$ cat src/rtl/wupd_pkg.sv
package wupd_pkg;
  localparam int ERR_W   = 8;
  localparam int DP_W    = 8;
  localparam int SLOPE_W = 8;
  localparam int UPD_W   = 8;
  localparam int SHIFT_W = 3;
  localparam int FRAC_SH = 4;
  localparam logic [SLOPE_W-1:0] SLOPE_IN = 8'd64;
  localparam int DP_LIMIT = 32;

  typedef struct packed {
    logic signed [UPD_W-1:0] pos;
    logic signed [UPD_W-1:0] neg;
  } upd_pair_t;
endpackage

$ cat src/rtl/wupd_slope_lut.sv
module wupd_slope_lut
  import wupd_pkg::*;
(
  input  logic [DP_W-1:0]    dp,
  output logic [SLOPE_W-1:0] slope
);
  localparam int ENTRIES = 1 << DP_W;
  logic [SLOPE_W-1:0] table_q [ENTRIES];

  for (genvar gi = 0; gi < ENTRIES; gi++) begin : g_tbl
    localparam int SV = (gi >= ENTRIES/2) ? gi - ENTRIES : gi;
    assign table_q[gi] = (SV > -DP_LIMIT && SV < DP_LIMIT) ? SLOPE_IN : '0;
  end

  assign slope = table_q[dp];
endmodule

$ cat src/rtl/wupd_scale.sv
module wupd_scale
  import wupd_pkg::*;
(
  input  logic [ERR_W-1:0]   err,
  input  logic [SLOPE_W-1:0] slope,
  input  logic [SHIFT_W-1:0] lr,
  output upd_pair_t          res
);
  localparam int MAG_W  = ERR_W - 1;
  localparam int PROD_W = ERR_W + SLOPE_W + 1;
  localparam int SMAX   = (1 << (UPD_W-1)) - 1;

  logic signed [ERR_W:0]    err_s;
  logic signed [PROD_W-1:0] prod;
  logic signed [PROD_W-1:0] shifted;
  logic [SHIFT_W:0]         amount;
  logic signed [UPD_W-1:0]  sat;

  always_comb begin
    err_s = err[ERR_W-1] ? -$signed({2'b00, err[MAG_W-1:0]})
                         :  $signed({2'b00, err[MAG_W-1:0]});
    prod    = PROD_W'(err_s) * $signed({{(PROD_W-SLOPE_W){1'b0}}, slope});
    amount  = (SHIFT_W+1)'(FRAC_SH) + {1'b0, lr};
    shifted = prod >>> amount;
    if (shifted > PROD_W'(SMAX))       sat = UPD_W'(SMAX);
    else if (shifted < -PROD_W'(SMAX)) sat = -UPD_W'(SMAX);
    else                               sat = shifted[UPD_W-1:0];
    res.pos = sat;
    res.neg = -sat;
  end
endmodule

$ cat src/rtl/wupd_seq.sv
module wupd_seq #(
  parameter int NEURONS = 8
) (
  input  logic               clk,
  input  logic               rst_n,
  input  logic               step,
  output logic [NEURONS-1:0] sel,
  output logic               done
);
  always_ff @(posedge clk) begin
    if (!rst_n) begin
      sel  <= NEURONS'(1);
      done <= 1'b0;
    end else begin
      done <= step && sel[NEURONS-1];
      if (step) sel <= sel[NEURONS-1] ? NEURONS'(1) : (sel << 1);
    end
  end
endmodule

$ cat src/rtl/wupd_scaler.sv
module wupd_scaler
  import wupd_pkg::*;
#(
  parameter int NEURONS = 8
) (
  input  logic               clk,
  input  logic               rst_n,
  input  logic [2:0]         lr_shift,
  input  logic               in_valid,
  output logic               in_ready,
  input  logic [7:0]         err_in,
  input  logic [7:0]         dp_in,
  output logic               out_valid,
  input  logic               out_ready,
  output logic [7:0]         upd_pos,
  output logic [7:0]         upd_neg,
  output logic [NEURONS-1:0] sel,
  output logic               done
);
  logic [SLOPE_W-1:0] slope;
  upd_pair_t          next_res, res_q;
  logic               take_in, take_out;

  wupd_slope_lut u_lut (.dp(dp_in), .slope(slope));
  wupd_scale u_scale (.err(err_in), .slope(slope), .lr(lr_shift), .res(next_res));
  wupd_seq #(.NEURONS(NEURONS)) u_seq (
    .clk(clk), .rst_n(rst_n), .step(take_out), .sel(sel), .done(done));

  assign in_ready = !out_valid || out_ready;
  assign take_in  = in_valid && in_ready;
  assign take_out = out_valid && out_ready;

  always_ff @(posedge clk) begin
    if (!rst_n) begin
      out_valid <= 1'b0;
      res_q     <= '0;
    end else if (take_in) begin
      out_valid <= 1'b1;
      res_q     <= next_res;
    end else if (take_out) begin
      out_valid <= 1'b0;
    end
  end

  assign upd_pos = res_q.pos;
  assign upd_neg = res_q.neg;
endmodule

$ cat config.mk
export PLATFORM = sky130hd
export DESIGN_NAME = wupd_scaler
export DESIGN_NICKNAME = d
export VERILOG_FILES = /design/src/rtl/wupd_pkg.sv /design/src/rtl/wupd_slope_lut.sv /design/src/rtl/wupd_scale.sv /design/src/rtl/wupd_seq.sv /design/src/rtl/wupd_scaler.sv
export SDC_FILE = /design/constraint.sdc
export NUM_CORES = 1
export LEC_CHECK = 0
export BUFFER_PORTS_ARGS = -buffer_cell sky130_fd_sc_hd__buf_2
export CAP_MARGIN = 5
export CORE_ASPECT_RATIO = 0.5
export CORE_MARGIN = 1.5
export CORE_UTILIZATION = 59
export DETAILED_ROUTE_END_ITERATION = 8
export PLACE_DENSITY_LB_ADDON = 0.1
export REMOVE_ABC_BUFFERS = 1
export SLEW_MARGIN = 20
export SYNTH_ARGS = -nofsm -noshare
export SYNTH_HDL_FRONTEND = slang
export SYNTH_SLANG_ARGS = --single-unit
$ cat constraint.sdc
create_clock -name clk -period 8.3 [get_ports clk]
set_input_delay 0.415 -clock clk [delete_from_list [all_inputs] [get_ports clk]]
set_output_delay 0.415 -clock clk [all_outputs]
set_load 0.01 [all_outputs]
==> metrics.md <==
| Metric | Value |
|---|---|
| Status | complete, no violations |
| Fin crit share | 0.433 |
| Post-synth EDFFs | 0 |
| Die Y | 46.2 µm |
| Synth top area cells | dfxtp_1 23%, a21oi_1 5.0%, nor2_1 4.4%, a211oi_1 4.1%, nor3b_1 3.4% |
| Final hold viol count | 0 |
| Worst-path cell chain | buf_2 -> inv_1 -> ha_1 -> or3b_1 -> a211oi_1 -> a211oi_1 -> a311oi_1 -> or2_1 -> nor2_1 -> a211oi_1 -> ha_1 -> inv_1 -> a211oi_2 -> a31oi_1 -> a311o_1 |
| Reg-to-reg critical path startpoint | out_valid |
| Leakage Power | 0.967 nW |
| Storage cell area | 500 µm² |
| Max cap viols | 0 |
| CTS Buf Count | 3 |
| Post-route ant nets | 0 |
| Mapped Avg Cell Area | 7.80 µm² |
| Clock sinks | 25 |
| CTS tree | yes |
| Drt pass-1 iters | 4 |
| Drc violations | 0 |
| Boundary pin count | 50 |
| CP Capture Type | flop |
| FP Rows | 15 |
| FF-to-FF End | upd_neg[6] |
| Multi-input gate area | 1540 µm² |
| Slowest CP cell | or3b_1 |
| Cts-stage hold buffer count | 0 |
| Total internal power | 0.205 mW |
| Minimum clock period | 3.59 ns |
| Average via count per standard cell | 6.35 |
| Initial Utilization | 0.630 |
| DP HPWL | 4.07 mm |
| Routed WL | 5.42 mm |
| Power per cell area | 128 nW/µm² |
| Share of cells above drive strength 1 | 0.234 |
| Finish-stage setup viols | 0 |
| Gr usage total | 0.268 |
| R2R cell count | 6 |
| Seq pwr share | 0.423 |
| Skew-Pair Late Insertion Delay | 0.27 ns |
| Grt ovf | 0 |
| Final-stage net count | 338 |
| Final total power | 0.313 mW |
| Antenna violations before repair | 0 |
| Reg2Reg Setup Slack | 6.44 ns |
| Global-route met3 utilization | 0.0269 |
| RSZ-0062 raised after global routing | false |
| Hold Path Cell Cnt | 3 |
| Placed insts | 359 |
| Startpoint Class | input port |
| Vias | 2,305 |
| Number of port buffers | 49 |
| Net Sw Power | 0.108 mW |
| Clk_skew | 0.00712 ns |
| Ant diodes | 0 |
| Number of global-route vias before repair | 1,853 |
| Number of fill cells | 310 |
| Slew at the pin with the worst max-slew slack | 0.727 ns |
| Max-slew violations | 0 |
| Peak VDD IR | 0.0607 mV |
| Worst min-delay path startpoint | in_valid |
| Synthesis-stage register bit count | 25 |
| Synth area leader | dfxtp_1 |
| Clock share of power | 0.223 |
| Synth Flop Type | dfxtp_1 |
| YS warnings | 0 |
| CTS Root Buffer Type | clkbuf_8 |
| Part of the Yosys area used for sequential elements | 0.228 |
| Postcts setup bufs | 0 |
| Critical Setup Path Class | input port to flop |
| Setup TNS | 0 ns |
| Post-synth top area share | 0.228 |
| RePlAce Congestion | 0.943 |
| Met2 GRT Util | 0.439 |
| Top-count cell post-synth | nor2_1 |
| CP Buf/Inv Count | 3 |
| Die area | 4130 µm² |
| Post-synth top cells | 26 x nor2_1, 25 x dfxtp_1, 22 x a21oi_1 |
| Clk slew on worst S/H paths | 0.09 ns |
| WP data required | 8.46 ns |
| Non-filler cells, final | 363 |
| Combinational power share | 0.353 |
| Area Overhead vs Synth | 10.8% |
| HP Class | input port to flop |
| Hold path endpoint | out_valid |
| Crit path depth | 15 |
| Per-cell routed wire length | 14.9 µm |
| Clk buf depth | 2 |
| Max incr delay on CP | 0.41 ns |
| Die W | 89.4 µm |
| Critical Path AT | 3.75 ns |
| Core area | 3490 µm² |
| Met1 Use GR | 0.385 |
| Largest net degree at the start of global routing | 31 |
| Synth cell types | 72 |
| CP dominant cell by count | a211oi_1 |
| First-pass GRT wire length | 8.72 mm |
| Critical Path Fanout Max | 9 |
| Top Family by Delay on Critical Path | compound AO/OA/AOI/OAI gates |
| Drt initial violations | 175 |
| Gr busiest metal | met2 |
| Post-Syn Area | 2200 µm² |
| Slew HR | 0.515 |
| Asr flop ratio synth | 0 |
| Syn Inst Count | 282 |
| Post_cts resized | 0 |
| FMAX | 0.278 GHz |
| Switching Share | 0.345 |
| Htree depth | 1 |
==> layer usage <==
| layer | vias up | wire length, µm | part of all wire |
|---|---|---|---|
| li1 | 1150 | - | - |
| met1 | 1048 | 2660 | 0.49 |
| met2 | 99 | 2380 | 0.44 |
| met3 | 8 | 316 | 0.058 |
| met4 | 0 | 61 | 0.011 |
| met5 | - | 0 | 0 |
==> cell families after synthesis <==
logic type / after synthesis / share of synthesized area
flops: 25 / 0.228
xor+xnor: 4 / 0.0159
compound gates: 99 / 0.342
simple gates: 114 / 0.303
buf+inv: 33 / 0.0705
mux: 5 / 0.0290
fa+ha+maj: 2 / 0.0114
==> cells in the final DEF, fill, tap and decap left out, types with 3 or more instances in the layout <==
master,n
mux2i_1,3
and3_1,5
or3_1,5
o22ai_1,3
nor2b_1,6
nor3b_1,10
nand2_1,12
inv_1,10
nor3_1,10
a211oi_2,3
nand2b_1,5
nor4_1,4
nand4_1,5
nand3b_1,3
nand3_1,8
o211ai_1,6
a21oi_1,22
nor2_1,26
o21ai_0,12
dfxtp_1,25
clkbuf_8,3
a211oi_1,12
buf_2,49
==> tightest hold or removal path: cells and delay by family <==
kind                   cells  cell delay [ns]
AOI/OAI and AO/OA          1             0.05
buffers and inverters      2             0.15
==> worst max path at each step <==
| stage | startpoint | to | slack (ns) |
|---|---|---|---|
| after floorplan | err_in[0] | upd_neg[6] | 5.00 |
| after global placement | err_in[0] | upd_neg[6] | 4.64 |
| after detailed placement | err_in[0] | upd_neg[6] | 4.46 |
| after CTS | err_in[0] | upd_neg[6] | 4.73 |
| after global routing | err_in[0] | upd_neg[6] | 4.36 |
| final | err_in[0] | upd_neg[6] | 4.71 |
==> registers in the layout, summed over array words and instances, names as in the netlist <==
register and flops:
u_seq.sel 8, u_seq.done 1, out_valid 1, upd_pos 8
upd_neg 7
==> stage by stage <==
| step | worst slack, ns | utilization | instance area (µm²) | hold WS, ns |
|---|---|---|---|---|
| floorplan | 5.00 | - | 2080 | 0.481 |
| global placement | 4.64 | 0.685 | 2390 | 0.440 |
| detailed placement | 4.46 | 0.685 | 2390 | 0.454 |
| CTS | 4.73 | 0.698 | 2440 | 0.392 |
| global route | 4.36 | 0.698 | 2440 | 0.421 |
| finish | 4.71 | 0.698 | 2440 | 0.398 |
==> power by group through the flow <==
stage	logic, mW	registers (mW)	clock network (mW)
2_1_floorplan	0.0653	0.139	0
5_1_grt	0.122	0.133	0.0767
3_3_place_gp	0.106	0.135	0
3_5_place_dp	0.108	0.135	0
6_report	0.110	0.132	0.0699
4_1_cts	0.109	0.132	0.0708
==> area by class of cell <==
cell class,count,area share
repair buffers,49,0.101
multi-input cells,224,0.633
inverters,10,0.0154
clock inverters,1,0.00205
well taps,51,0.0262
clock buffers,3,0.0169
flip-flops and latches,25,0.205
No activity file was read; power rests on OpenSTA's default activity.
